==> src/rtl/vec_irq_pkg.sv <==
package vec_irq_pkg;
  localparam logic [1:0] ADDR_MASK = 2'd0;
  localparam logic [1:0] ADDR_TRIG = 2'd1;
  localparam logic [1:0] ADDR_CFG  = 2'd2;
  localparam logic [1:0] ADDR_CMD  = 2'd3;
  localparam int CFG_ROT_BIT  = 0;
  localparam int CFG_CASC_BIT = 1;

  typedef struct packed {
    logic wrMask;
    logic wrTrig;
    logic wrCfg;
    logic eoi;
    logic ack;
  } irqStrobeT;
endpackage

==> src/rtl/vec_irq_resolver.sv <==
module vec_irq_resolver #(
  parameter int NUM_SRC = 8,
  localparam int IDX_W = $clog2(NUM_SRC)
) (
  input  logic [NUM_SRC-1:0] bits,
  input  logic [IDX_W-1:0]   lowPtr,
  output logic               found,
  output logic [IDX_W-1:0]   idx,
  output logic [IDX_W-1:0]   rank
);
  // Scan from lowest rank to highest so the last hit is the best one.
  always_comb begin
    logic [IDX_W-1:0] cand;
    found = 1'b0;
    idx   = '0;
    rank  = '0;
    for (int r = NUM_SRC - 1; r >= 0; r--) begin
      cand = lowPtr + IDX_W'(r + 1);
      if (bits[cand]) begin
        found = 1'b1;
        idx   = cand;
        rank  = IDX_W'(r);
      end
    end
  end
endmodule

==> src/rtl/vec_irq_decode.sv <==
module vec_irq_decode
  import vec_irq_pkg::*;
(
  input  logic       regWrEn,
  input  logic [1:0] regAddr,
  input  logic       ackStrobe,
  output irqStrobeT  stb
);
  always_comb begin
    stb        = '0;
    stb.ack    = ackStrobe;
    stb.wrMask = regWrEn && (regAddr == ADDR_MASK);
    stb.wrTrig = regWrEn && (regAddr == ADDR_TRIG);
    stb.wrCfg  = regWrEn && (regAddr == ADDR_CFG);
    stb.eoi    = regWrEn && (regAddr == ADDR_CMD);
  end
endmodule

==> src/rtl/vec_irq_datapath.sv <==
module vec_irq_datapath
  import vec_irq_pkg::*;
#(
  parameter int NUM_SRC     = 8,
  parameter int VEC_W       = 8,
  parameter int CASCADE_IDX = 2,
  localparam int IDX_W  = $clog2(NUM_SRC),
  localparam int BASE_W = VEC_W - IDX_W
) (
  input  logic               clk,
  input  logic               rstN,
  input  logic [NUM_SRC-1:0] irqIn,
  input  logic [VEC_W-1:0]   wrData,
  input  irqStrobeT          stb,
  output logic               irqOut,
  output logic [VEC_W-1:0]   vectorOut,
  output logic               cascadeHit
);
  localparam logic [IDX_W-1:0] FIXED_PTR = IDX_W'(NUM_SRC - 1);
  localparam logic [IDX_W-1:0] CASC_IDX  = IDX_W'(CASCADE_IDX);

  logic [NUM_SRC-1:0] maskReg, trigReg, edgeReq, irqPrev, isrReg;
  logic [BASE_W-1:0]  baseReg;
  logic               rotMode, cascEnReg;
  logic [IDX_W-1:0]   lowPtr, effPtr;

  logic [NUM_SRC-1:0] pending, unmasked, clearVec, riseVec;
  logic               reqFound, isrFound, grant;
  logic [IDX_W-1:0]   reqIdx, reqRank, isrIdx, isrRank;

  assign effPtr   = rotMode ? lowPtr : FIXED_PTR;
  assign pending  = (trigReg & irqIn) | (~trigReg & edgeReq);
  assign unmasked = pending & ~maskReg;
  assign riseVec  = irqIn & ~irqPrev;

  vec_irq_resolver #(.NUM_SRC(NUM_SRC)) reqPick (
    .bits(unmasked), .lowPtr(effPtr),
    .found(reqFound), .idx(reqIdx), .rank(reqRank)
  );

  vec_irq_resolver #(.NUM_SRC(NUM_SRC)) isrPick (
    .bits(isrReg), .lowPtr(effPtr),
    .found(isrFound), .idx(isrIdx), .rank(isrRank)
  );

  assign irqOut = reqFound && (!isrFound || (reqRank < isrRank));
  assign grant  = stb.ack && irqOut;

  always_comb begin
    clearVec = '0;
    if (grant) clearVec[reqIdx] = 1'b1;
  end

  always_ff @(posedge clk or negedge rstN) begin
    if (!rstN) begin
      edgeReq <= '0;
      irqPrev <= '0;
    end else begin
      edgeReq <= (edgeReq & ~clearVec) | riseVec;
      irqPrev <= irqIn;
    end
  end

  always_ff @(posedge clk or negedge rstN) begin
    if (!rstN) begin
      maskReg   <= '1;
      trigReg   <= '0;
      baseReg   <= '0;
      rotMode   <= 1'b0;
      cascEnReg <= 1'b0;
    end else begin
      if (stb.wrMask) maskReg <= wrData[NUM_SRC-1:0];
      if (stb.wrTrig) trigReg <= wrData[NUM_SRC-1:0];
      if (stb.wrCfg) begin
        baseReg   <= wrData[VEC_W-1 -: BASE_W];
        rotMode   <= wrData[CFG_ROT_BIT];
        cascEnReg <= wrData[CFG_CASC_BIT];
      end
    end
  end

  always_ff @(posedge clk or negedge rstN) begin
    if (!rstN) begin
      isrReg <= '0;
      lowPtr <= FIXED_PTR;
    end else begin
      logic [NUM_SRC-1:0] isrNext;
      isrNext = isrReg;
      if (stb.eoi && isrFound) begin
        isrNext[isrIdx] = 1'b0;
        if (rotMode) lowPtr <= isrIdx;
      end
      if (grant) isrNext[reqIdx] = 1'b1;
      isrReg <= isrNext;
    end
  end

  always_ff @(posedge clk or negedge rstN) begin
    if (!rstN) begin
      vectorOut  <= '0;
      cascadeHit <= 1'b0;
    end else if (stb.ack) begin
      if (grant) begin
        vectorOut  <= {baseReg, reqIdx};
        cascadeHit <= cascEnReg && (reqIdx == CASC_IDX);
      end else begin
        vectorOut  <= {baseReg, {IDX_W{1'b1}}};
        cascadeHit <= 1'b0;
      end
    end
  end

  AST_GRANT_ADDS_ISR: assert property (@(posedge clk) disable iff (!rstN)
    (stb.ack && irqOut && !stb.eoi) |=> $countones(isrReg) == $past($countones(isrReg)) + 1);
  AST_EOI_DROPS_ONE: assert property (@(posedge clk) disable iff (!rstN)
    (stb.eoi && !stb.ack && (|isrReg)) |=> $countones(isrReg) + 1 == $past($countones(isrReg)));
  AST_SPURIOUS_VECTOR: assert property (@(posedge clk) disable iff (!rstN)
    (stb.ack && !irqOut) |=> ((&vectorOut[IDX_W-1:0]) && !cascadeHit));
  AST_MASKED_NO_GRANT: assert property (@(posedge clk) disable iff (!rstN)
    stb.ack |=> ((isrReg & ~$past(isrReg) & $past(maskReg)) == '0));
  AST_VECTOR_BASE: assert property (@(posedge clk) disable iff (!rstN)
    stb.ack |=> (vectorOut[VEC_W-1 -: BASE_W] == $past(baseReg)));
  AST_CASCADE_GATED: assert property (@(posedge clk) disable iff (!rstN)
    stb.ack |=> (!cascadeHit || $past(cascEnReg)));
  AST_EDGE_HELD: assert property (@(posedge clk) disable iff (!rstN)
    rstN |=> (($past(edgeReq & ~clearVec) & ~edgeReq) == '0));
endmodule

==> src/rtl/vec_irq_ctrl.sv <==
module vec_irq_ctrl
  import vec_irq_pkg::*;
#(
  parameter int NUM_SRC     = 8,
  parameter int VEC_W       = 8,
  parameter int CASCADE_IDX = 2
) (
  input  logic               clk,
  input  logic               rstN,
  input  logic [NUM_SRC-1:0] irqIn,
  input  logic               regWrEn,
  input  logic [1:0]         regAddr,
  input  logic [VEC_W-1:0]   regWrData,
  input  logic               ackStrobe,
  output logic               irqOut,
  output logic [VEC_W-1:0]   vectorOut,
  output logic               cascadeHit
);
  irqStrobeT stb;

  vec_irq_decode ctrl (
    .regWrEn(regWrEn), .regAddr(regAddr), .ackStrobe(ackStrobe), .stb(stb)
  );

  vec_irq_datapath #(
    .NUM_SRC(NUM_SRC), .VEC_W(VEC_W), .CASCADE_IDX(CASCADE_IDX)
  ) dp (
    .clk(clk), .rstN(rstN), .irqIn(irqIn), .wrData(regWrData), .stb(stb),
    .irqOut(irqOut), .vectorOut(vectorOut), .cascadeHit(cascadeHit)
  );
endmodule

==> config.mk <==
export PLATFORM = sky130hd
export DESIGN_NAME = vec_irq_ctrl
export DESIGN_NICKNAME = d
export VERILOG_FILES = /design/src/rtl/vec_irq_pkg.sv /design/src/rtl/vec_irq_resolver.sv /design/src/rtl/vec_irq_decode.sv /design/src/rtl/vec_irq_datapath.sv /design/src/rtl/vec_irq_ctrl.sv
export SDC_FILE = /design/constraint.sdc
export NUM_CORES = 1
export LEC_CHECK = 0
export ABC_CLOCK_PERIOD_IN_PS = 5300
export BUFFER_PORTS_ARGS = -buffer_cell sky130_fd_sc_hd__buf_4
export CAP_MARGIN = 20
export CELL_PAD_IN_SITES_DETAIL_PLACEMENT = 1
export CELL_PAD_IN_SITES_GLOBAL_PLACEMENT = 1
export CORE_MARGIN = 5
export CORE_UTILIZATION = 40
export CTS_CLUSTER_DIAMETER = 40
export DETAILED_ROUTE_END_ITERATION = 16
export GPL_TIMING_DRIVEN = 0
export PLACE_DENSITY = 0.73
export REMOVE_ABC_BUFFERS = 1
export SLEW_MARGIN = 25
export SYNTH_ARGS = -nofsm -noshare
export SYNTH_HDL_FRONTEND = slang
export SYNTH_SLANG_ARGS = --single-unit
==> constraint.sdc <==
create_clock -name clk -period 5.3 [get_ports clk]
set_input_delay 0.53 -clock clk [delete_from_list [all_inputs] [get_ports clk]]
set_output_delay 0.53 -clock clk [all_outputs]
set_load 0.01 [all_outputs]
# [Word level (Yosys, flattened, before mapping)]
# Index checks and enable logic that the tools add are counted.
[op_classes] eq_ne=4 reduce_logical=14 muxes=90 bitwise=14 n_addsub=7 n_lt_le_gt_ge=13
[ops] op="$mux 3" count=34
[ops] op="$and 8x8->8" count=6
[ops] op="$bmux 1 s3" count=16
[ops] op="$lt 3x4->1 const B" count=10
[ops] op="$not 8->8" count=5
[ops] op="$mux 1" count=35
[ops] op="$mux 8" count=3
[ops] op="$or 8x8->8" count=3
[ops] op="$add 3x3->3 const B" count=4
[ops] op="$logic_and 1x1->1" count=10
[ops] op="$add 3x2->3 const B" count=2
[ops] op="$demux 1 s3" count=2
[ops] op="$ge 3x1->1 const B" count=2
[ops] op="$eq 2x2->1 const B" count=2
[ops] op="$add 3x1->3 const B" count=1
[ops] op="$eq 3x2->1 const B" count=1
[ops] op="$lt 3x3->1" count=1
[ops] op="$eq 2x1->1 const B" count=1
[ops] op="$logic_not 2->1" count=1
[ops] op="$reduce_and 2->1" count=1
[ops] op="$logic_not 1->1" count=1
[ops] op="$logic_or 1x1->1" count=1
[totals] input_bits=22 ff_bits=59

# [Depth between registers and ports, before layout]
# Gate-level depths: netlist of the first run.
[depth] depth_word=22 mapped_depth=23 ltp_nobuf=19

# [Modules after synthesis]
# From an unflattened synthesis of the first run, not the netlist that was laid out.
[hier_totals] cells_unflattened=452 area_unflattened_um2=4778.3
[modules_own_cells] mod="vec_irq_datapath" cells_per_inst=201 seq_area_each_um2=1490.2 area_per_inst_um2=2531.2 instances=1
[modules_own_cells] mod="vec_irq_resolver" cells_per_inst=123 seq_area_each_um2=0.0 area_per_inst_um2=1101.1 instances=2
[modules_own_cells] mod="vec_irq_decode" cells_per_inst=5 seq_area_each_um2=0.0 area_per_inst_um2=45.0 instances=1

# [Worst setup path after synthesis of the first run]
# OpenSTA, ideal clock, no wires.
[synth_path] path_type="reg2reg" from="register dp.lowPtr[0]" to="register dp.edgeReq[4]" synth_period_minus_slack_ps=5095 slack_ps=205 required_ps=5174 setup_time_ps=126 path_stages_with_launch=21 arrival_ps=4969 path_buffers=4 cell_sequence="dfstp_2 -> nor2b_1 -> buf_4 -> inv_2 -> buf_6 -> buf_2 -> buf_1 -> ha_1 -> inv_1 -> xnor2_2 -> mux4_2 -> mux2i_1 -> nor3b_1 -> nand2_1 -> a21oi_1 -> ha_1 -> a211o_1 -> o211ai_2 -> o211ai_4 -> or3_1 -> a221o_1"
[synth_via] elab_chain_cells=19 word_cells_on_any_way=94 classes_between="add/sub (7); order compare (3); mux (76); bitwise (3); reduce/logical (5)"
[synth_lines] item="from (decl)" line_no="vec_irq_datapath.sv:25" source="logic [IDX_W-1:0] lowPtr, effPtr;"
[synth_lines] item="from (signal assigned)" line_no="vec_irq_datapath.sv:91" source="if (rotMode) lowPtr <= isrIdx;"
[synth_lines] item="$mux 3 *" line_no="vec_irq_datapath.sv:31" source="assign effPtr = rotMode ? lowPtr : FIXED_PTR;"
[synth_lines] item="$add 3x3->3 or $bmux 1 s3 (tied branches)" line_no="vec_irq_resolver.sv:18, vec_irq_resolver.sv:19"
[synth_lines] item="$bmux 1 s3 or $mux 1 (tied branches)" line_no="vec_irq_resolver.sv:19" source="if (bits[cand]) begin"
[synth_lines] item="$mux 1 (implied by the code) or $mux 3 (tied branches)" line_no="vec_irq_resolver.sv:19"
[synth_lines] item="$mux 3 or $mux 1 (tied branches) (7 in a row)" line_no="vec_irq_resolver.sv:19"
[synth_lines] item="$lt 3x4->1 (implied by the code), or another cell as far along" line_no="vec_irq_datapath.sv:51" source="if (grant) clearVec[reqIdx] = 1'b1;"
[synth_lines] item="$logic_and 1x1->1 (implied by the code) or $logic_or 1x1->1 (tied branches)" line_no="vec_irq_datapath.sv:51, vec_irq_datapath.sv:46"
[synth_lines] item="$mux 1 (implied by the code) or $logic_and 1x1->1 (tied branches)" line_no="vec_irq_datapath.sv:51, vec_irq_datapath.sv:46"
[synth_lines] item="$demux 1 s3 or $logic_and 1x1->1 (tied branches)"
[synth_lines] item="$mux 8 *" line_no="vec_irq_datapath.sv:51"
[synth_lines] item="$not 8->8 *" line_no="vec_irq_datapath.sv:59" source="edgeReq <= (edgeReq & ~clearVec) | riseVec;"
[synth_lines] item="$and 8x8->8 *" line_no="vec_irq_datapath.sv:59"
[synth_lines] item="$or 8x8->8 *" line_no="vec_irq_datapath.sv:59"
[synth_lines] item="to (signal assigned)" line_no="vec_irq_datapath.sv:59"
[synth_lines] item="to (decl)" line_no="vec_irq_datapath.sv:22" source="logic [NUM_SRC-1:0] maskReg, trigReg, edgeReq, irqPrev, isrReg;"
# Every way passes the cells marked *; elsewhere a longest branch is shown, timed or not. The select of a mux whose other input is x is not followed.
# A chain may end at the register's enable or synchronous reset.

# [Worst setup path after layout of the first run]
[layout_path] from="register dp.lowPtr[1]" to="output irqOut"
[layout_via] elab_chain_cells=14 word_cells_on_any_way=76 classes_between="add/sub (7); order compare (1); mux (65); reduce/logical (3)"
[layout_lines] item="$mux 3 *" line_no="vec_irq_datapath.sv:31"
[layout_lines] item="$add 3x3->3 or $bmux 1 s3 (tied branches)" line_no="vec_irq_resolver.sv:18, vec_irq_resolver.sv:19"
[layout_lines] item="$bmux 1 s3 or $mux 1 (tied branches)" line_no="vec_irq_resolver.sv:19"
[layout_lines] item="$mux 1 (implied by the code) or $mux 3 (tied branches)" line_no="vec_irq_resolver.sv:19"
[layout_lines] item="$mux 3 or $mux 1 (tied branches) (7 in a row)" line_no="vec_irq_resolver.sv:19"
[layout_lines] item="$lt 3x3->1 or $logic_not 1->1 (tied branches)" line_no="vec_irq_datapath.sv:46" source="assign irqOut = reqFound && (!isrFound || (reqRank < isrRank));"
[layout_lines] item="$logic_or 1x1->1" line_no="vec_irq_datapath.sv:46"
[layout_lines] item="$logic_and 1x1->1 *" line_no="vec_irq_datapath.sv:46"
[layout_lines] item="to (decl)" line_no="vec_irq_ctrl.sv:15" source="output logic irqOut,"
# Marks and branches as above.

==> metrics.yaml, run 1 <==
worst_setup_path:
  endpoint: "irqOut"
  end_kind: "output pin"
  path_class: "reg2out"
  crit_path_max_fanout: 18
  crit_start: "dp.lowPtr[1]$_DFFE_PN1P_"
  r2r_end: "dp.edgeReq[2]$_DFF_PN0_"
  arrival_ps: 4590
  startpoint_type: "register"
  regToRegSetupSlack_ps: 270
  reg2reg_depth: 19
  required_ps: 4770
  r2r-start: "dp.lowPtr[1]$_DFFE_PN1P_"
grt:
  met2_usage: 0.412
  grtUsageTotal: 0.237
  grt_pass1_vias: 4441
  grt_antenna_before_repair: 0
  grt-ovfl-total: 0
  use_met3: 0.0363
  grtUsageMet1: 0.309
  grt_max_degree: 60
  grt_pass1_wl_um: 25000
  grt_busiest_layer: "met2"
run:
  maxCapViolations: 0
synth:
  synth-seq-cells: 59
  netlist_instances: 479
  synthTopCellsByCount: "dfrtp_1 (48), nand2_1 (43), mux2_2 (38)"
  syn_avg_cell_area_um2: 9.46
  synth.top_cell.area_share: 0.265
  synth_flop_cell: "dfrtp_1"
  synth_enable_flop_cells: 0
  synthMostInstantiatedCell: "dfrtp_1"
  yosys.area.top_type: "dfrtp_1"
  synth-async-reset-ratio: 1.00
  netlist_top_cells_area: "dfrtp_1 (27%), mux2_2 (9.4%), mux4_2 (7.5%), dfstp_2 (6.4%), mux2i_1 (5.7%)"
  synth.distinct_cells: 69
  yosysSeqAreaShare: 0.329
  yosysWarnings: 0
  synth_area_um2: 4530
cts:
  cts_made_buffers: 9
  cts_tree: "yes"
  clock_sinks: 59
  htreeDepth: 3
  clk_latency_ps: 330
  cts_buffer_depth: 2
  cts.clk_slew.worst_paths_ps: 60
  cts_hold_buf: 0
  root_buffer: "clkbuf_16"
sta:
  max-slew-margin-rel: 0.356
  drv_slew: 0
  finalHoldViolCount: 0
  final.setup_skew_ps: 12.2
  finalSetupTns_ps: 0
  tightestPinTransition_ps: 962
  hold_ws_ps: 266
  finalCritPeriodShare: 0.966
  grt_setup_unrepaired: "false"
  setup_viol: 0
  timing.fmax_mhz: 195
  fin_crit_ps: 5120
die:
  die_area_um2: 13600
  io_pins: 32
  die_w_um: 116
  core_um2: 11000
  start_util: 0.412
  placementRows: 38
  die_h_um: 116
detailed_routing:
  dr.pass1.iters: 5
  wl_per_cell_um: 23.4
  drt-initial-drc-count: 326
  vias: 4247
  avgViaCountPerCell: 6.46
  post-route-drc-count: 0
  wirelength_um: 15400
  ant_nets: 0
layout:
  final_net_count: 537
  syn_to_final_growth_pct: 19.0
  fill_cells: 1255
  drive_gt1_frac: 0.298
  n_antenna_cell: 0
hold_path:
  hold_path.class: "in2async"
place:
  gp_congestion: 0.908
  numPortBuffers: 31
  dpl.hpwl_um: 10900
status:
  outcome: "finished clean"
==> final cells by class <==
type	count	area [um2]	share of cell area
multi-input combinational	379	2980	0.553
sequential	59	1500	0.278
inverter	16	75.1	0.0139
timing repair buffer	47	364	0.0676
clock inverter	6	65.1	0.0121
tap	140	175	0.0325
clock buffer	10	229	0.0425
==> worst min-delay path by stage <==
stage | slack (ps) | cells past startpoint | start | to
2_1_floorplan | 230 | 0 | rstN | dp.baseReg[0]$_DFFE_PN0P_
3_3_place_gp | 410 | 1 | dp.irqPrev[7]$_DFF_PN0_ | dp.edgeReq[7]$_DFF_PN0_
3_5_place_dp | 430 | 1 | dp.irqPrev[7]$_DFF_PN0_ | dp.edgeReq[7]$_DFF_PN0_
4_1_cts | 290 | 1 | rstN | dp.vectorOut[6]$_DFFE_PN0P_
5_1_grt | 320 | 1 | rstN | dp.vectorOut[6]$_DFFE_PN0P_
6_report | 270 | 1 | rstN | dp.baseReg[1]$_DFFE_PN0P_
==> critical path, stage by stage (launching register included) <==
cell and delay (ps):
dfstp_4 710, nor2b_4 70, buf_6 160, inv_8 140, ha_4 190, inv_1 110
xnor2_4 240, mux4_2 580, mux2i_4 240, nor3b_4 280, a21boi_1 230, ha_1 190
o21ai_0 90, nand2b_1 120, nand2_1 70, a211o_1 300, o211ai_4 240, inv_1 110
buf_4 160
==> kinds of logic (layout without fill, tap and decap cells) <==
group | count (synthesis) | count (layout) | share of synthesized area
compound gates | 136 | 136 | 0.210
xor+xnor | 4 | 4 | 0.0111
fa+ha+maj | 3 | 3 | 0.00829
buf+inv | 42 | 79 | 0.0381
flops | 59 | 59 | 0.329
mux | 80 | 80 | 0.229
simple gates | 155 | 156 | 0.174
==> layer usage <==
metal  vias up  part of all wire  wire length (um)
li1       1920                 -                 -
met1      2162              0.43              6680
met2       136              0.50              7730
met3        29             0.044               676
met4         0             0.018               284
met5         -                 0                 0
==> registers in the layout, indices dropped and copies added, names as in the netlist, 3 cells and up <==
name	count
dp.baseReg	5
dp.isrReg	8
dp.trigReg	8
dp.maskReg	8
dp.vectorOut	8
dp.irqPrev	8
dp.lowPtr	3
dp.edgeReq	8
==> cell usage in the layout (no fill, tap or decap), types with 3 or more instances in the layout <==
cell and n:
buf_4 45, o21ai_0 21, nand2_1 43, nor2_1 34
o211ai_1 5, nor4_1 7, or3b_2 6, a21oi_1 28
nor3b_4 3, inv_1 14, mux4_2 15, clkbuf_16 9
o31ai_1 5, mux2i_1 24, a31oi_1 5, mux2_2 38
or3_1 7, nand2b_1 8, a21o_1 4, a22o_1 5
dfrtp_1 47, nor3_1 18, dfstp_2 9, o22ai_1 8
a2111oi_0 4, nand3_1 6, nor2b_1 3, a311oi_1 3
a211oi_1 18, a221o_1 4
==> through the flow <==
step,setup slack (ps),util,instance area (um2),instances
after floorplan,-444,-,4420,453
after global placement,-2280,0.439,4820,624
after detailed placement,-1200,0.443,4870,626
after CTS,26.0,0.482,5290,648
after global routing,20.0,0.491,5390,657
final,182,0.491,5390,657
==> what timing repair did <==
| action | CTS | global route |
|---|---|---|
| buffers inserted | 5 | 9 |
| gates resized for setup | 17 | 7 |
| endpoints found under the hold margin | 0 | 0 |
| pin swaps | 3 | 3 |
| setup endpoints to repair | 21 | 9 |
| gates cloned | 1 | 0 |
Power of run 1 is not shown: default switching activity piles up to over one toggle a cycle in this logic, so the estimate is an artifact.
==> run 2: changes to the inputs <==
- SETUP_SLACK_MARGIN: unset -> 0.3
==> metrics.yaml, run 2 (synthesized netlist as in run 1, its figures left out) <==
status:
  outcome: "finished clean"
die:
  start_util: 0.412  # unchanged
  core_um2: 11000  # unchanged
  die_area_um2: 13600  # unchanged
  io_pins: 32  # unchanged
  die_w_um: 116  # unchanged
  placementRows: 38  # unchanged
  die_h_um: 116  # unchanged
cts:
  cts_tree: "yes"
  cts_made_buffers: 9  # unchanged
  clock_sinks: 59  # unchanged
  cts.clk_slew.worst_paths_ps: 60  # about the same
  htreeDepth: 3  # unchanged
  cts_buffer_depth: 2  # unchanged
  root_buffer: "clkbuf_16"
  clk_latency_ps: 330  # about the same
sta:
  max-slew-margin-rel: 0.335  # -0.0209
  timing.fmax_mhz: 205  # +4.9%
  finalHoldViolCount: 0  # unchanged
  drv_slew: 0  # unchanged
  hold_ws_ps: 261  # -4.87 ps
  grt_setup_unrepaired: "true"
  tightestPinTransition_ps: 993  # +31.3 ps
  setup_viol: 0  # unchanged
  finalCritPeriodShare: 0.921  # -0.0451
  final.setup_skew_ps: 10.7  # -1.43 ps
  fin_crit_ps: 4880  # -239 ps
worst_setup_path:
  regToRegSetupSlack_ps: 470  # +200 ps
  slowest_delay_ps: 660  # -50 ps
  r2r_end: "dp.edgeReq[2]$_DFF_PN0_"
  path_class: "reg2out"
  crit_start: "dp.lowPtr[1]$_DFFE_PN1P_"
  crit_chain: "nor2b_4 > buf_6 > clkinv_8 > ha_4 > inv_1 > xnor2_4 > mux4_2 > mux2i_4 > nor3b_4 > a21boi_2 > ha_1 > o21ai_0 > nand2b_1 > nand2_1 > a211o_1 > o211ai_4 > inv_2 > buf_4"
  arrival_ps: 4350  # -240 ps
  required_ps: 4770  # about the same
  slowest_stage: "dfstp_4"
  reg2reg_depth: 19  # unchanged
  r2r-start: "dp.lowPtr[1]$_DFFE_PN1P_"
  end_kind: "output pin"
  crit_path_max_fanout: 18  # unchanged
  startpoint_type: "register"
detailed_routing:
  wirelength_um: 15600  # +1.5%
  post-route-drc-count: 0  # unchanged
  dr.pass1.iters: 4  # -1
  avgViaCountPerCell: 6.46  # about the same
  ant_nets: 0  # unchanged
  vias: 4330  # +2.0%
  drt-initial-drc-count: 329  # +0.92%
  wl_per_cell_um: 23.3  # -0.43%
grt:
  grtUsageTotal: 0.243  # +0.00603
  grt_max_degree: 60  # unchanged
  grt_pass1_vias: 4538  # +2.2%
  grt_pass1_wl_um: 25500  # +2.0%
  grt-ovfl-total: 0  # unchanged
  grt_antenna_before_repair: 0  # unchanged
layout:
  final_net_count: 550  # +2.4%
  syn_to_final_growth_pct: 22.0
  regArea_um2: 1500  # unchanged
  mostFrequentLayoutCell: "buf_4"
  drive_gt1_frac: 0.323  # +0.0248
  n_antenna_cell: 0  # unchanged
  multi_input_area_um2: 3010  # +1.1%
  layout_common_cells: "buf_4 (56), dfrtp_1 (47), nand2_1 (43)"
  fill_cells: 1245  # -0.80%
run:
  maxCapViolations: 0  # unchanged
hold_path:
  hold_path.class: "in2async"
place:
  gp_congestion: 0.908  # unchanged
  dpl.hpwl_um: 10900  # unchanged
  numPortBuffers: 31  # unchanged
## run 2: cell types whose count changed in the layout (fill, tap and decap cells not counted), sizes merged
cell,before,now
clkinv,3,4
buf,47,59
## run 2: per-stage QoR
step	worst slack, ps	std cells	util	TNS, ps	area, um2
floorplan	-444	453	-	-5120	4420
global placement	-2280	624	0.439	-43680	4820
detailed placement	-1200	626	0.443	-18770	4870
CTS	310	659	0.492	0	5400
global route	266	670	0.503	0	5530
finish	420	670	0.503	0	5530
## run 2: metal layers
layer / track usage / part of all wire / routed length [um]
met1: 0.317 / 0.42 / 6570
met2: 0.418 / 0.51 / 7940
met3: 0.0389 / 0.052 / 819
met4: 0.0704 / 0.018 / 285
met5: 0 / 0 / 0
## run 2: how the worst max path moves through the flow
stage                              endpoint  slack, ps  depth (start not counted)
floorplan                            irqOut       -440                         16
global placement    dp.edgeReq[0]$_DFF_PN0_      -2280                         18
detailed placement  dp.edgeReq[0]$_DFF_PN0_      -1200                         19
CTS                                  irqOut        310                         18
global route                         irqOut        270                         19
finish                               irqOut        420                         18
## run 2: layout make-up
cell class                      instances  share of cell area
Tap cell                              140              0.0317
Timing Repair Buffer                   59              0.0829
Clock buffer                           10              0.0414
Multi-Input combinational cell        379               0.545
Clock inverter                          6              0.0118
Inverter                               16              0.0145
Sequential cell                        59               0.271
Timing Repair inverter                  1             0.00113
## run 2: timing repair
| item | CTS | global route |
|---|---|---|
| gates cloned | 2 | 0 |
| setup endpoints to repair | 24 | 6 |
| pin swaps | 3 | 3 |
| hold buffers | 0 | 0 |
| buffers inserted | 15 | 11 |
| resized for setup | 22 | 11 |
## run 2: worst max-delay path: cells and delay by family (launching register included)
kind / cells / cell delay, ps
DFF: 1 / 660
buffers and inverters: 5 / 590
adders and majority gates: 2 / 360
AOI/OAI and AO/OA: 4 / 840
and+or+nand+nor: 4 / 510
xor gates and xnor gates: 1 / 250
muxes: 2 / 800
Power of run 2 is left out for the same reason.
